===== src/rtl/cic_pkg.sv =====
// Package cic_pkg
// Types shared by the cascaded interrupt controller and its checker.
// Assumes nothing beyond the standard language.
package cic_pkg;

    // Selects which stage a configuration write targets.
    typedef enum logic {
        STAGE_PRI = 1'b0,
        STAGE_SEC = 1'b1
    } stage_sel_e;

endpackage


===== src/rtl/cic_prio_pick.sv =====
// Module cic_prio_pick
// Finds the lowest set bit of a request vector, which is the highest priority.
// Returns a found flag, the bit's index and a one-hot grant.
// Assumes N is at least 2. The logic is purely combinational.
module cic_prio_pick #(
    parameter int N     = 8,
    localparam int IDX_W = $clog2(N)
) (
    input  logic [N-1:0]     req,
    output logic             found,
    output logic [IDX_W-1:0] idx,
    output logic [N-1:0]     grant
);

    // Scan from index 0 upward and keep only the first set bit.
    always_comb begin
        logic seen;
        seen  = 1'b0;
        grant = '0;
        idx   = '0;
        for (int i = 0; i < N; i++) begin
            if (req[i] && !seen) begin
                grant[i] = 1'b1;
                idx      = IDX_W'(i);
            end
            seen = seen | req[i];
        end
    end

    // Any request at all means a winner exists.
    assign found = |req;

endmodule


===== src/rtl/cic_stage.sv =====
// Module cic_stage
// One eight-input controller stage. It holds the request, mask, in-service
// and vector base registers. It raises int_out while an unmasked request
// outranks every bit in service. On ack the winner moves into service.
// On eoi the highest-priority in-service bit is cleared.
// Assumes ack and eoi are single-cycle strobes. Reset is synchronous and
// active low.
module cic_stage #(
    parameter int           LINES    = 8,
    parameter int           BASE_W   = 5,
    parameter logic [BASE_W-1:0] BASE_RST = '0,
    localparam int          IDX_W    = $clog2(LINES),
    localparam int          VEC_W    = BASE_W + IDX_W
) (
    input  logic              clk,
    input  logic              rst_n,
    input  logic [LINES-1:0]  req_in,
    input  logic              cfg_we,
    input  logic [LINES-1:0]  cfg_mask,
    input  logic [BASE_W-1:0] cfg_base,
    input  logic              ack,
    input  logic              eoi,
    output logic              int_out,
    output logic [IDX_W-1:0]  win_idx,
    output logic [VEC_W-1:0]  vec,
    output logic [LINES-1:0]  isr_state,
    output logic [LINES-1:0]  mask_state
);

    logic [LINES-1:0]  irr_q;
    logic [LINES-1:0]  imr_q;
    logic [LINES-1:0]  isr_q;
    logic [BASE_W-1:0] base_q;

    logic              isr_found;
    logic [IDX_W-1:0]  isr_idx;
    logic [LINES-1:0]  isr_grant;

    logic [LINES-1:0]  pending;
    logic [LINES-1:0]  eligible;
    logic              win_found;
    logic [LINES-1:0]  win_grant;
    logic [LINES-1:0]  isr_next;

    // Latch the request inputs every cycle (level requests).
    always_ff @(posedge clk) begin
        if (!rst_n) irr_q <= '0;
        else        irr_q <= req_in;
    end

    // Hold the mask and vector base, and load both on a configuration write.
    always_ff @(posedge clk) begin
        if (!rst_n) begin
            imr_q  <= '0;
            base_q <= BASE_RST;
        end else if (cfg_we) begin
            imr_q  <= cfg_mask;
            base_q <= cfg_base;
        end
    end

    // Find the highest-priority bit currently in service.
    cic_prio_pick #(.N(LINES)) u_isr_pick (
        .req   (isr_q),
        .found (isr_found),
        .idx   (isr_idx),
        .grant (isr_grant)
    );

    // Keep unmasked requests that rank above everything in service.
    always_comb begin
        pending = irr_q & ~imr_q;
        for (int i = 0; i < LINES; i++) begin
            eligible[i] = pending[i] && (!isr_found || (IDX_W'(i) < isr_idx));
        end
    end

    // Choose the most urgent eligible request.
    cic_prio_pick #(.N(LINES)) u_req_pick (
        .req   (eligible),
        .found (win_found),
        .idx   (win_idx),
        .grant (win_grant)
    );

    // Form the vector, using index all-ones when there is no winner.
    always_comb begin
        if (win_found) vec = {base_q, win_idx};
        else           vec = {base_q, {IDX_W{1'b1}}};
    end

    // Next in-service value: eoi clears the top bit, ack adds the winner.
    always_comb begin
        isr_next = isr_q;
        if (eoi)              isr_next = isr_next & ~isr_grant;
        if (ack && win_found) isr_next = isr_next | win_grant;
    end

    // Register the in-service state.
    always_ff @(posedge clk) begin
        if (!rst_n) isr_q <= '0;
        else        isr_q <= isr_next;
    end

    assign int_out    = win_found;
    assign isr_state  = isr_q;
    assign mask_state = imr_q;

endmodule


===== src/rtl/cic_vec_reg.sv =====
// Module cic_vec_reg
// Captures the vector on an acknowledge. The secondary stage's vector is
// used when the primary winner is the link input, and the primary stage's
// vector otherwise. valid is high for the one cycle after the acknowledge.
// Assumes ack is a single-cycle strobe. Reset is synchronous and active low.
module cic_vec_reg #(
    parameter int VEC_W = 8
) (
    input  logic             clk,
    input  logic             rst_n,
    input  logic             ack,
    input  logic             use_sec,
    input  logic [VEC_W-1:0] pri_vec,
    input  logic [VEC_W-1:0] sec_vec,
    output logic [VEC_W-1:0] vec_out,
    output logic             valid
);

    // Capture the chosen stage's vector on acknowledge and pulse valid.
    always_ff @(posedge clk) begin
        if (!rst_n) begin
            vec_out <= '0;
            valid   <= 1'b0;
        end else begin
            valid <= ack;
            if (ack) vec_out <= use_sec ? sec_vec : pri_vec;
        end
    end

endmodule


===== src/rtl/cic_cascade.sv =====
// Module cic_cascade
// Top level: two cic_stage instances chained. The secondary interrupt output
// drives primary input LINK_IN. The legacy system line LEGACY_LINE is merged
// into secondary input REDIRECT_IN. Vectors are registered by cic_vec_reg.
// Assumes single-cycle cpu_ack, eoi_pri and eoi_sec strobes. Reset is
// synchronous and active low.
module cic_cascade
    import cic_pkg::*;
#(
    parameter int          LINES        = 8,
    parameter int          BASE_W       = 5,
    parameter int          LINK_IN      = 2,
    parameter int          LEGACY_LINE  = 2,
    parameter int          REDIRECT_IN  = 1,
    parameter logic [BASE_W-1:0] PRI_BASE_RST = 5'h01,
    parameter logic [BASE_W-1:0] SEC_BASE_RST = 5'h0E,
    localparam int         IDX_W        = $clog2(LINES),
    localparam int         VEC_W        = BASE_W + IDX_W,
    localparam int         SYS_LINES    = 2 * LINES
) (
    input  logic                 clk,
    input  logic                 rst_n,
    input  logic [SYS_LINES-1:0] irq_in,
    input  logic                 cfg_we,
    input  logic                 cfg_sel,
    input  logic [LINES-1:0]     cfg_mask,
    input  logic [BASE_W-1:0]    cfg_base,
    output logic                 cpu_int,
    input  logic                 cpu_ack,
    output logic [VEC_W-1:0]     vec_out,
    output logic                 vec_valid,
    input  logic                 eoi_pri,
    input  logic                 eoi_sec
);

    logic [LINES-1:0] pri_req;
    logic [LINES-1:0] sec_req;
    logic             pri_int;
    logic             sec_int;
    logic [IDX_W-1:0] pri_win_idx;
    logic [IDX_W-1:0] sec_win_idx;
    logic [VEC_W-1:0] pri_vec;
    logic [VEC_W-1:0] sec_vec;
    logic [LINES-1:0] pri_isr;
    logic [LINES-1:0] sec_isr;
    logic [LINES-1:0] pri_mask;
    logic [LINES-1:0] sec_mask;
    logic             pri_cfg_we;
    logic             sec_cfg_we;
    logic             link_won;
    logic             sec_ack;

    // Connect the request inputs of each stage, including the link and the redirect.
    for (genvar g = 0; g < LINES; g++) begin : g_wire
        if (g == LINK_IN) begin : g_link
            assign pri_req[g] = sec_int;
        end else begin : g_pri
            assign pri_req[g] = irq_in[g];
        end
        if (g == REDIRECT_IN) begin : g_redir
            assign sec_req[g] = irq_in[LINES + g] | irq_in[LEGACY_LINE];
        end else begin : g_sec
            assign sec_req[g] = irq_in[LINES + g];
        end
    end

    // Send each configuration write to the selected stage.
    assign pri_cfg_we = cfg_we && (stage_sel_e'(cfg_sel) == STAGE_PRI);
    assign sec_cfg_we = cfg_we && (stage_sel_e'(cfg_sel) == STAGE_SEC);

    // Pass the acknowledge to the secondary stage only when the link input wins.
    assign link_won = pri_int && (pri_win_idx == IDX_W'(LINK_IN));
    assign sec_ack  = cpu_ack && link_won;

    cic_stage #(
        .LINES    (LINES),
        .BASE_W   (BASE_W),
        .BASE_RST (PRI_BASE_RST)
    ) u_pri (
        .clk        (clk),
        .rst_n      (rst_n),
        .req_in     (pri_req),
        .cfg_we     (pri_cfg_we),
        .cfg_mask   (cfg_mask),
        .cfg_base   (cfg_base),
        .ack        (cpu_ack),
        .eoi        (eoi_pri),
        .int_out    (pri_int),
        .win_idx    (pri_win_idx),
        .vec        (pri_vec),
        .isr_state  (pri_isr),
        .mask_state (pri_mask)
    );

    cic_stage #(
        .LINES    (LINES),
        .BASE_W   (BASE_W),
        .BASE_RST (SEC_BASE_RST)
    ) u_sec (
        .clk        (clk),
        .rst_n      (rst_n),
        .req_in     (sec_req),
        .cfg_we     (sec_cfg_we),
        .cfg_mask   (cfg_mask),
        .cfg_base   (cfg_base),
        .ack        (sec_ack),
        .eoi        (eoi_sec),
        .int_out    (sec_int),
        .win_idx    (sec_win_idx),
        .vec        (sec_vec),
        .isr_state  (sec_isr),
        .mask_state (sec_mask)
    );

    cic_vec_reg #(.VEC_W(VEC_W)) u_vec (
        .clk     (clk),
        .rst_n   (rst_n),
        .ack     (cpu_ack),
        .use_sec (link_won),
        .pri_vec (pri_vec),
        .sec_vec (sec_vec),
        .vec_out (vec_out),
        .valid   (vec_valid)
    );

    assign cpu_int = pri_int;

endmodule


===== config.mk =====
export PLATFORM = sky130hd
export DESIGN_NAME = cic_cascade
export DESIGN_NICKNAME = d
export VERILOG_FILES = /design/src/rtl/cic_pkg.sv /design/src/rtl/cic_prio_pick.sv /design/src/rtl/cic_stage.sv /design/src/rtl/cic_vec_reg.sv /design/src/rtl/cic_cascade.sv
export SDC_FILE = /design/constraint.sdc
export NUM_CORES = 1
export LEC_CHECK = 0
export ABC_AREA = 0
export BUFFER_PORTS_ARGS = -buffer_cell sky130_fd_sc_hd__buf_2
export CAP_MARGIN = 20
export CORE_ASPECT_RATIO = 1.1
export CORE_UTILIZATION = 50
export CTS_CLUSTER_SIZE = 12
export DETAILED_ROUTE_END_ITERATION = 7
export GPL_ROUTABILITY_DRIVEN = 0
export PLACE_DENSITY = 0.84
export SYNTH_ARGS = -nofsm -noshare
export SYNTH_HDL_FRONTEND = slang
export SYNTH_SLANG_ARGS = --single-unit

===== constraint.sdc =====
create_clock -name clk -period 2 [get_ports clk]
set_clock_uncertainty 0.1 [all_clocks]
set_input_delay 0.3 -clock clk [delete_from_list [all_inputs] [get_ports clk]]
set_output_delay 0.3 -clock clk [all_outputs]
set_load 0.005 [all_outputs]

-- Word level (Yosys, flattened, before mapping)
Cells that the tools add are included.
- memories kept: 0
- bits in latches: 0
- memory bits (read-only): 0
- bits in registers: 67
- bits of input ports: 36
- RAM bits: 0
- reduce and logical (&&, ||, !) cells: 100
- shift-type cells: 0
- add/sub/neg operators: 0
- multipliers: 0
- equality and inequality tests: 1
- multiplexer cells: 67
- magnitude comparators: 16
- divide/modulo/power cells: 0
- bitwise operators: 36
- operator list (kind ; number):
    $mux W3 ; 22
    $logic_and A1 B1 Y1 ; 50
    $mux W8 ; 5
    $mux W1 ; 36
    $and A8 B8 Y8 ; 4
    $not A8 Y8 ; 4
    $reduce_or A8 Y1 ; 4
    $logic_not A1 Y1 ; 30
    $or A1 B1 Y1 ; 25
    $lt A3 B3 Y1 const A ; 8
    $logic_or A1 B1 Y1 ; 16
    $or A8 B8 Y8 ; 2
    $lt A1 B3 Y1 const A ; 4
    $lt A2 B3 Y1 const A ; 4
    $mux W2 ; 4
    $eq A3 B2 Y1 const B ; 1
    $not A1 Y1 ; 1

-- Logic depth before layout (Yosys ltp)
Gate-level depths: netlist of the first run.
- depth in word-level cells: 26
- mapped depth: 7
- mapped depth without buffers: 5

-- Cells and area by module
Synthesis of the first run repeated with hierarchy kept, for this count alone.
- cells, all modules: 363
- area total of the unflattened synthesis: 3414.5 um^2
- by module, submodules not included (module ; sequential area each (um^2) ; area an instance (um^2) ; cells an instance ; times used):
    cic_stage at u_pri ; 580.6 ; 1203.7 ; 117 ; 1
    cic_stage at u_sec ; 580.6 ; 1198.6 ; 117 ; 1
    cic_prio_pick ; 0.0 ; 150.1 ; 22 ; 4
    cic_vec_reg ; 180.2 ; 374.1 ; 36 ; 1
    cic_cascade ; 0.0 ; 37.5 ; 5 ; 1

-- Worst setup path before layout of the first run
No wires, ideal clock.
- path kind: reg-to-reg
- start point: reg u_pri.isr_q[0] (netlist: u_pri.isr_state[0])
- end point: reg u_vec.vec_out[1]
- path buffers: 1
- data required time: 1.785 ns
- path slack: 0.060 ns
- arrival time: 1.726 ns
- cell stages (with the launch flop): 7
- path through: dfxtp_1 > clkbuf_1 > or4_4 > or3_4 > nor4_2 > nor3b_1 > o21a_1
- longest elaborated chain between the ends: 24
- ends and longest elaborated chain (item ; RTL line ; RTL):
    start: declaration ; cic_stage.sv:32 ; logic [LINES-1:0] isr_q;
    start signal: assignment ; cic_stage.sv:102 ; else isr_q <= isr_next;
    $logic_not A1 Y1 or $or A1 B1 Y1 (tied branches) ; cic_prio_pick.sv:22, cic_prio_pick.sv:26 ;
    $logic_and A1 B1 Y1 (tied with other cells) ; cic_prio_pick.sv:22 ; if (req[i] && !seen) begin
    $mux W1 (tied with other cells) ; cic_prio_pick.sv:22 ;
    $mux W2 (tied with other cells) ; cic_prio_pick.sv:22 ;
    $mux W3 (tied with other cells) (3 in a row) ; cic_prio_pick.sv:22 ;
    $mux W3 or $logic_and A1 B1 Y1 (tied branches) ; cic_prio_pick.sv:22 ;
    $mux W3 ; cic_prio_pick.sv:22 ;
    $lt A1 B3 Y1 ; cic_stage.sv:74 ; eligible[i] = pending[i] && (!isr_found || (IDX_W'(i) < isr_idx));
    [... 4 more ...] ; - ;
    $mux W1 (tied with other cells) ; cic_prio_pick.sv:22 ;
    $mux W2 (tied with other cells) ; cic_prio_pick.sv:22 ;
    $mux W3 (tied with other cells) (3 in a row) ; cic_prio_pick.sv:22 ;
    $mux W3 or $logic_and A1 B1 Y1 (tied branches) ; cic_prio_pick.sv:22 ;
    $mux W3 ; cic_prio_pick.sv:22 ;
    $eq A3 B2 Y1 ; cic_cascade.sv:72 ; assign link_won = pri_int && (pri_win_idx == IDX_W'(LINK_IN));
    $logic_and A1 B1 Y1 ; cic_cascade.sv:72 ;
    $mux W8 * ; cic_vec_reg.sv:26 ; if (ack) vec_out <= use_sec ? sec_vec : pri_vec;
    end signal: assignment ; cic_vec_reg.sv:26 ;
    end: declaration ; cic_vec_reg.sv:15 ; output logic [VEC_W-1:0] vec_out,
Mark *: on every way between the ends. The rest lies on a longest branch, timed or not.
A chain may end at the register's enable or synchronous reset.

-- Worst setup path after layout of the first run
- start point: reg u_pri.isr_q[3] (netlist: u_pri.isr_state[3])
- end point: out cpu_int
- longest elaborated chain between the ends: 11
- ends and longest elaborated chain (item ; RTL line ; RTL):
    $or A1 B1 Y1 ; cic_prio_pick.sv:26 ; seen = seen | req[i];
    $logic_not A1 Y1 or $or A1 B1 Y1 (tied branches) ; cic_prio_pick.sv:22, cic_prio_pick.sv:26 ;
    $logic_and A1 B1 Y1 (tied with other cells) ; cic_prio_pick.sv:22 ;
    $mux W3 (tied with other cells) (2 in a row) ; cic_prio_pick.sv:22 ;
    $mux W3 or $logic_and A1 B1 Y1 (tied branches) ; cic_prio_pick.sv:22 ;
    $mux W3 ; cic_prio_pick.sv:22 ;
    $lt A1 B3 Y1 (tied with other cells) ; cic_stage.sv:74 ;
    $logic_or A1 B1 Y1 ; cic_stage.sv:74 ;
    $logic_and A1 B1 Y1 ; cic_stage.sv:74 ;
    $reduce_or A8 Y1 * ; cic_prio_pick.sv:31 ; assign found = |req;
    end: declaration ; cic_cascade.sv:28 ; output logic cpu_int,
Marked as above.

==> results of run 1 <==
[sequential cells by signal (all words and copies together) (netlist names)]
register          count
u_pri.base_q          5
u_pri.irr_q           8
u_pri.isr_state       8
u_pri.mask_state      8
u_sec.base_q          5
u_sec.irr_q           8
u_sec.isr_state       8
u_sec.mask_state      8
u_vec.valid           1
u_vec.vec_out         8
[critical path, stage by stage (launching register included)]
cell and delay (ns):
dfxtp_2 0.32, or4_4 0.54, or3_4 0.36, o211ai_1 0.19, buf_2 0.15
[final cells by class]
class / count / area, µm² / share of cell area, %
multi-input combinational: 241 / 1410 / 41.5
clock inverter: 7 / 124 / 3.64
clock buffer: 9 / 124 / 3.64
tap: 75 / 93.8 / 2.76
sequential: 67 / 1340 / 39.4
inverter: 4 / 15.0 / 0.441
timing repair buffer: 54 / 293 / 8.60
[layer usage]
layer / vias up / track usage [%] / wire length, µm
li1: 1255 / - / -
met1: 1158 / 27.8 / 2740
met2: 92 / 37.5 / 2920
met3: 13 / 5.96 / 360
met4: 0 / 11.3 / 171
met5: - / 0 / 0
[cells by family after synthesis]
group,Yosys count,share of synthesized area (%)
and+or+nand+nor,157,29.0
buffers and inverters,19,2.53
AOI/OAI and AO/OA,79,19.2
DFF,67,47.5
muxes,5,1.77
[what timing repair did]
item                       in CTS  in global routing
gates resized for setup         0                  1
setup endpoints to repair       1                  3
pin swaps                       1                  0
cloned                          0                  0
[layout by cell type (no fill, tap or decap), types with 5 or more instances in the layout]
master     n
nand2_1   67
dfxtp_1   66
buf_2     45
a21boi_0  26
and2_1    19
o21ai_0   17
nand3_1   13
nor2_1    11
nor2b_1   11
a21oi_1   10
clkbuf_8   9
buf_4      9
nand2b_1   8
nor3_1     5
o211ai_1   5
mux2i_1    5
[report_power, final]
| group | switching, W | internal (W) | total [W] | leakage (nW) |
|---|---|---|---|---|
| logic | 0.000192 | 0.000157 | 0.000349 | 0.725 |
| registers | 0.0000345 | 0.00140 | 0.00143 | 0.551 |
| clock network | 0.000552 | 0.000838 | 0.00139 | 0.120 |
| total | 0.000779 | 0.00239 | 0.00317 | 1.40 |
[worst paths after layout]
| check | depth (start not counted) | to | startpoint | slack [ns] |
|---|---|---|---|---|
| max | 4 | cpu_int | u_pri.isr_state[3] | -0.32 |
| min | 2 | u_sec.irr_q[1] | irq_in[9] | 0.05 |
| max reg2reg | 5 | u_vec.vec_out[1] | u_pri.isr_state[3] | 0 |
| min reg2reg | 2 | u_pri.base_q[4] | u_pri.base_q[4] | 0.36 |
[through the flow]
| step | hold slack [ns] | util, % | TNS (ns) |
|---|---|---|---|
| final | 0.0480 | 63.1 | -0.316 |
| after global routing | 0.0473 | 63.1 | -0.530 |
| after CTS | 0.0430 | 63.1 | -0.316 |
| after detailed placement | 0.353 | 58.5 | 0 |
| after global placement | 0.348 | 58.5 | 0 |
| after floorplan | 0.310 | - | 0 |
==> flow_summary.toml, run 1 <==
[placed_design]
dpl_worst_slack_ns = 0.00771
dpl.cell_count = 441
dpl-instance-area_mm2 = 0.00315
io_buffers = 45
hpwlAfterDp_mm = 4.42

[sta]
setup_viol = 1
rsz0062_at_grt = "yes"
worst_slack_ns = -0.316
post-route-min-period_ns = 2.32
fmax_mhz = 432
hold_violations = 0
report.final.slew_viol_count = 0
worst_pin_slew_ns = 0.547
worst_slew_margin_rel_pct = 63.2
post-route-period-util_pct = 116

[synthesis]
yosysWarnings = 0
seq_area_frac_synth_pct = 47.5
syn_inst = 327
synthDistinctLibCells = 41
syn_area_per_cell_um2 = 8.64
yosys.area.top_type_share_pct = 47.5
synth-seq-cells = 67
ys_async_sr_fraction_pct = 0
yosys.area.top_type = "dfxtp_1"
synth_nets = 363
synth_edf_count = 0
synth_ff_type = "dfxtp_1"
syn_area_mm2 = 0.00282
synthTopCellsByArea = "dfxtp_1 47%, nand2_1 8.9%, a21boi_0 6.9%"
synth_common_cells = "67 x dfxtp_1, 67 x nand2_1, 26 x a21boi_0"

[grt]
antenna_found_initial = 0
grt_remaining_overflow = 0
track_usage_pct = 22.9
grt_first_pass_wirelength_mm = 10.3
grt_pass1_vias = 2272
grt_start_max_net_pins = 50

[cts]
path_clk_slew_ns = 0.08
cts.sink_count = 67
cts_root_buf = "clkbuf_8"
clock_latency_ns = 0.35
cts_setup_buffers = 0
cts_buffers = 9
holdBufCountCts = 0
htreeDepth = 3
cts_tree = "built"
clock_path_buffers = 2

[pwr]
ir_worst_vdd_uv = 664
power-per-cell-area_mw_per_mm2 = 932
total_power_w = 0.00317
leakage_nw = 1.40

[finish]
fillCellCount = 464
diodes = 0
finalNonFillerCells = 457
final_nets = 413
drive_gt1_share_pct = 21.2
syn2layout_area_growth_pct = 20.5
post-route-cell-area_mm2 = 0.00340

[routing]
avgRoutedWirePerCell_um = 13.5
ant_nets = 0
drcViolationCount = 0
vias = 2518
firstDrtPassIters = 5
routed_via_density = 5.51
drt_iter0_drc = 197
drt-total-wl_mm = 6.19

[floorplan]
io_pins = 46
start_util_pct = 52.3
dieArea_mm2 = 0.00595
die_x_um = 73.7
core_mm2 = 0.00540
rows = 28
die_y_um = 80.8

[status]
status = "complete, but fails checks"
violations = "negative setup slack"

[min_path]
min_path_type = "in -> reg"

[setup_path]
cp-start-kind = "flip-flop"
worstPathMaxFanout = 4
worst_setup_path_end_kind = "primary output"
crit_arrival_ns = 1.92
path_class = "reg -> out"
required_ns = 1.60

[run]
drv_cap = 0
(Power assumes the default switching activity.)
==> run 2, diff against run 1 <==
--- a/config.mk
+++ b/config.mk
@@ -9,11 +9,12 @@
 export BUFFER_PORTS_ARGS = -buffer_cell sky130_fd_sc_hd__buf_2
 export CAP_MARGIN = 20
 export CORE_ASPECT_RATIO = 1.1
-export CORE_UTILIZATION = 50
+export CORE_UTILIZATION = 52
 export CTS_CLUSTER_SIZE = 12
 export DETAILED_ROUTE_END_ITERATION = 7
 export GPL_ROUTABILITY_DRIVEN = 0
-export PLACE_DENSITY = 0.84
+export PLACE_DENSITY = 0.85
 export SYNTH_ARGS = -nofsm -noshare
 export SYNTH_HDL_FRONTEND = slang
+export SYNTH_HIERARCHICAL = 1
 export SYNTH_SLANG_ARGS = --single-unit
==> flow_summary.toml, run 2 <==
[finish]
layout_common_cells = "60 x dfxtp_1, 57 x buf_4, 44 x buf_2, 33 x mux2i_1, 23 x nor2b_1"
syn2layout_area_growth_pct = 36.3
drive_gt1_share_pct = 41.3
final_common_cell = "dfxtp_1"
post-route-cell-area_mm2 = 0.00465
diodes = 0
fillCellCount = 338
final_nets = 510

[grt]
grt_start_max_net_pins = 28
grt_remaining_overflow = 0
grt_pass1_vias = 3078
grt_first_pass_wirelength_mm = 14.1
track_usage_pct = 27.0
antenna_found_initial = 0

[pwr]
power-per-cell-area_mw_per_mm2 = 915
power_switching_w = 0.00140
swShare_pct = 32.8
p_int_w = 0.00286
ir_worst_vdd_uv = 725
p_comb_share_pct = 37.4
leakage_nw = 2.02
seq_power_share_pct = 34.8
p_clk_share_pct = 27.8

[sta]
setup_viol = 26
tns_ns = -23.50
fmax_mhz = 309
post-route-period-util_pct = 162
rsz0062_at_grt = "yes"
hold_violations = 0
report.final.slew_viol_count = 0
worst_pin_slew_ns = 0.479
worst_slack_ns = -1.24
post-route-min-period_ns = 3.24
worst_slew_margin_rel_pct = 68.1

[cts]
holdBufCountCts = 0
clock_latency_ns = 0.36
cts_tree = "built"
cts_buffers = 9
path_clk_slew_ns = 0.08
clock_path_buffers = 2
cts.sink_count = 67
cts_root_buf = "clkbuf_8"
htreeDepth = 3

[synthesis]
synth_top_family_by_area = "simple AND/OR/NAND/NOR gates"
yosys.area.top_type = "dfxtp_1"
synth_nets = 399
synth.most_common_cell = "dfxtp_1"
ys_async_sr_fraction_pct = 0
seq_area_frac_synth_pct = 39.3
synth_ff_type = "dfxtp_1"
synth-xor-area-share_pct = 0
synthDistinctLibCells = 35
muxShareOfSynthArea_pct = 9.97
yosys.area_share.simple_pct = 28.4
synth-compound-area-share_pct = 16.2
syn_inst = 363
synth_edf_count = 0
synthTopCellsByArea = "dfxtp_1 39%, mux2i_1 10%, nor2b_1 4.2%"
synthAdderAreaFrac_pct = 0
synth_common_cells = "67 x dfxtp_1, 34 x mux2i_1, 23 x nor2b_1"
synth-seq-cells = 67
yosysWarnings = 6
syn_area_per_cell_um2 = 9.41
syn_area_mm2 = 0.00341
yosys.area.top_type_share_pct = 39.3

[setup_path]
rr_worst_depth = 13
crit_arrival_ns = 3.35
crit_end = "u_vec/vec_out[1]"
worst_setup_path_end_kind = "flip-flop"
cp-startpoint = "u_pri/isr_state[6]"
path_class = "reg -> reg"
worst_r2r_startpoint = "u_pri/isr_state[6]"
worstPathMaxFanout = 8
rr_endpoint = "u_vec/vec_out[1]"
cp-start-kind = "flip-flop"
r2r_slack_ns = -1.24
required_ns = 2.11

[routing]
routed_via_density = 5.73
ant_nets = 0
avgRoutedWirePerCell_um = 18.0
drt-total-wl_mm = 10.0
firstDrtPassIters = 5
drcViolationCount = 0
vias = 3205
drt_iter0_drc = 237

[floorplan]
start_util_pct = 54.5
die_y_um = 87.0
io_pins = 46
core_mm2 = 0.00627
dieArea_mm2 = 0.00689
die_x_um = 79.3
rows = 30

[placed_design]
dpl-instance-area_mm2 = 0.00413
io_buffers = 45
hpwlAfterDp_mm = 5.64

[run]
drv_cap = 0

[min_path]
min_path_type = "in -> reg"

[status]
status = "complete, but fails checks"
violations = "negative setup slack"
[run 2: cell count changes after synthesis, moves of 6 or more]
cell,before,now
a21boi_0,26,16
a21oi_1,10,22
and3_1,0,16
buf_4,0,6
clkbuf_1,15,2
inv_1,4,14
mux2i_1,5,34
nand2_1,67,8
nand2b_1,8,16
nand3_1,13,6
nor2_1,11,20
nor2b_1,11,23
o21a_1,4,16
[run 2: final cells by class]
type,count,area (µm²),share of cell area (%)
clock buffer,10,138,2.96
clock inverter,6,72.6,1.56
inverter,14,52.6,1.13
multi-input combinational,264,2090,44.9
sequential,67,1350,29.1
tap,80,100,2.15
timing repair buffer,118,848,18.2
[run 2: worst min-delay path by stage]
stage / startpoint / endpoint / slack, ns / depth (start not counted)
floorplan: rst_n / u_vec/vec_out[7] / 0.31 / 2
global placement: u_pri/base_q[0] / u_pri/base_q[0] / 0.35 / 2
detailed placement: u_pri/base_q[0] / u_pri/base_q[0] / 0.36 / 2
CTS: irq_in[8] / u_sec/irr_q[0] / 0.04 / 2
global route: irq_in[11] / u_sec/irr_q[3] / 0.03 / 2
finish: irq_in[5] / u_pri/irr_q[5] / 0.04 / 2
[run 2: routing by layer]
layer | wire length, µm | GRT usage, % | vias up | part of all wire [%]
met5 | 0 | 0 | - | 0
met4 | 376 | 18.8 | 0 | 3.7
met1 | 3970 | 29.1 | 1529 | 40
li1 | - | - | 1485 | -
met3 | 616 | 5.03 | 37 | 6.1
met2 | 5080 | 47.5 | 154 | 51
[run 2: critical path, stage by stage, from the launching register on]
cell      delay, ns
dfxtp_1        0.36
o21ai_0        0.29
a211oi_2       0.16
buf_4          0.18
o21ai_1        0.22
a21oi_2        0.10
nor2_1         0.15
buf_4          0.17
o21ai_0        0.14
a211oi_2       0.30
and4bb_2       0.32
buf_12         0.15
mux2i_1        0.29
a21oi_1        0.15
[run 2: cell families (layout without fill, tap and decap cells)]
group | Yosys count | in the layout
flops | 67 | 67
mux | 34 | 34
compound gates | 86 | 86
simple gates | 144 | 144
buf+inv | 32 | 148
[run 2: what timing repair did]
| action | CTS | global route |
|---|---|---|
| pin swaps | 25 | 15 |
| cloned | 2 | 0 |
| endpoints found under the setup margin | 26 | 26 |
| setup buffers | 10 | 5 |
| gates resized for setup | 41 | 18 |
[run 2: stage by stage]
stage	utilization (%)	worst slack [ns]	power [W]	hold WS [ns]	cells
finish	74.2	-1.24	0.00426	0.0442	559
global route	74.2	-1.31	0.00441	0.0338	559
CTS	72.7	-0.890	0.00404	0.0387	555
detailed placement	65.9	-0.884	0.00270	0.361	528
global placement	65.9	-0.797	0.00265	0.354	528
floorplan	-	-0.776	0.00227	0.311	363
[run 2: power by group through the flow]
stage,Combinational [W],Clock (W),Sequential [W]
4_1_cts,0.00139,0.00118,0.00148
2_1_floorplan,0.000765,0,0.00151
3_5_place_dp,0.00119,0,0.00151
3_3_place_gp,0.00115,0,0.00150
6_report,0.00159,0.00118,0.00148
5_1_grt,0.00167,0.00125,0.00149
==> run 3, diff against run 2 <==
--- a/config.mk
+++ b/config.mk
@@ -13,7 +13,7 @@
 export CTS_CLUSTER_SIZE = 12
 export DETAILED_ROUTE_END_ITERATION = 7
 export GPL_ROUTABILITY_DRIVEN = 0
-export PLACE_DENSITY = 0.85
+export PLACE_DENSITY = 0.84
 export SYNTH_ARGS = -nofsm -noshare
 export SYNTH_HDL_FRONTEND = slang
 export SYNTH_HIERARCHICAL = 1
==> flow_summary.toml, run 3 (synthesized netlist as in run 2, its figures left out) <==
[finish]
final_common_cell = "buf_4"
drive_gt1_share_pct = 38.3
fillCellCount = 426
layout_common_cells = "59 x buf_4, 56 x dfxtp_1, 44 x buf_2, 34 x mux2i_1, 23 x nor2b_1"
utilization_pct = 71.7
seqCellArea_mm2 = 0.00136
finalNonFillerCells = 553
multi_input_area_mm2 = 0.00202
final_nets = 503
syn2layout_area_growth_pct = 31.7

[min_path]
min_path_type = "in -> reg"
holdPathEnd = "u_sec/irr_q[2]"
hp-start = "irq_in[10]"
min_path_cells = 2

[floorplan]
die_y_um = 87.0
die_x_um = 79.3
rows = 30
dieArea_mm2 = 0.00689
io_pins = 46
core_mm2 = 0.00627
start_util_pct = 54.5

[grt]
antenna_found_initial = 1
track_usage_pct = 23.9
gr-max-usage-layer = "met2"
grt_first_pass_wirelength_mm = 12.7
grt_remaining_overflow = 0
grt_pass1_vias = 2876
met1_usage_pct = 28.3
grtUsageMet3_pct = 5.76
grt_use_met2_pct = 41.5
grt_start_max_net_pins = 28

[sta]
report.final.slew_viol_count = 0
timing.hold.ws_ns = 0.0642
post-route-period-util_pct = 151
fmax_mhz = 330
worst_slack_ns = -1.03
worst_slew_margin_rel_pct = 74.0
post-route-min-period_ns = 3.03
setup_viol = 26
rsz0062_at_grt = "yes"
hold_violations = 0
tns_ns = -20.86
worst_pin_slew_ns = 0.390

[run]
drv_cap = 0

[setup_path]
r2r_slack_ns = -1.03
worstPathMaxFanout = 4
rr_endpoint = "u_vec/vec_out[7]"
cp-startpoint = "u_pri/isr_state[2]"
worst_setup_path_end_kind = "flip-flop"
path_class = "reg -> reg"
rr_worst_depth = 12
required_ns = 2.10
worst_r2r_startpoint = "u_pri/isr_state[2]"
cp-start-kind = "flip-flop"
crit_arrival_ns = 3.13

[placed_design]
hpwlAfterDp_mm = 5.54
dpl.cell_count = 529
io_buffers = 45
dpl_worst_slack_ns = -0.937

[cts]
cts_buffers = 9
cts_root_buf = "clkbuf_8"
cts_tree = "built"
clock_latency_ns = 0.34
cts.sink_count = 67
htreeDepth = 3
path_clk_slew_ns = 0.07
clock_path_buffers = 2

[routing]
routed_via_density = 5.32
drt-total-wl_mm = 8.04
vias = 2943
avgRoutedWirePerCell_um = 14.5
drt_iter0_drc = 141
drcViolationCount = 0
firstDrtPassIters = 4
ant_nets = 0

[status]
status = "complete, but fails checks"
violations = "negative setup slack"

[pwr]
power-per-cell-area_mw_per_mm2 = 896
leakage_nw = 1.96
ir_worst_vdd_uv = 559
run 3: cell types whose count changed in the layout (fill, tap and decap cells not counted), sizes merged:
cell	delta
clkbuf	+1
inv	-2
buf	-7
diode	+1
bufinv	+1
run 3: timing repair:
| item | in CTS | in global routing |
|---|---|---|
| pin swaps | 17 | 5 |
| gates cloned | 1 | 0 |
| setup endpoints to repair | 26 | 26 |
| gates resized for setup | 28 | 7 |
| hold buffers | 0 | 0 |
| setup buffers | 5 | 3 |
run 3: how the worst max path moves through the flow:
stage,cells past startpoint,endpoint
2_1_floorplan,11,u_vec/vec_out[0]
3_3_place_gp,12,u_vec/vec_out[6]
5_1_grt,12,u_vec/vec_out[0]
4_1_cts,12,u_vec/vec_out[2]
3_5_place_dp,12,u_vec/vec_out[6]
6_report,12,u_vec/vec_out[7]
run 3: layout make-up:
cell class              instances  share of cell area (%)
diodes                          1                  0.0557
clock inverters                 5                    1.73
repair buffers                111                    16.8
multi-input cells             264                    45.0
well taps                      80                    2.23
flip-flops and latches         67                    30.1
clock buffers                  11                    2.92
inverters                      14                    1.17
run 3: routing by layer:
metal	vias up	wire length, µm
met4	0	123
met5	-	0
met1	1378	3650
met3	12	311
met2	79	3950
li1	1474	-
run 3: per-stage QoR:
step                cell area (µm²)  total power (W)
floorplan                      3510          0.00227
detailed placement             4130          0.00267
CTS                            4460          0.00398
finish                         4500          0.00403
global placement               4130          0.00262
global route                   4490          0.00422
run 3: critical path, cell delays in order (launching register included):
cell and delay [ns]:
dfxtp_2 0.34, nor4_4 0.36, and4b_1 0.29, a21o_1 0.20, o21ai_0 0.13, a21oi_1 0.21
nor2_1 0.09, and4b_1 0.22, a21o_1 0.17, and4bb_2 0.35, buf_6 0.13, mux2i_1 0.22
a21oi_1 0.10
run 3: report_power, final:
part           switching, W  internal [W]  leakage (nW)
Clock              0.000498      0.000699         0.103
Combinational      0.000638      0.000715          1.30
Sequential        0.0000515       0.00143         0.556
Total               0.00119       0.00284          1.96
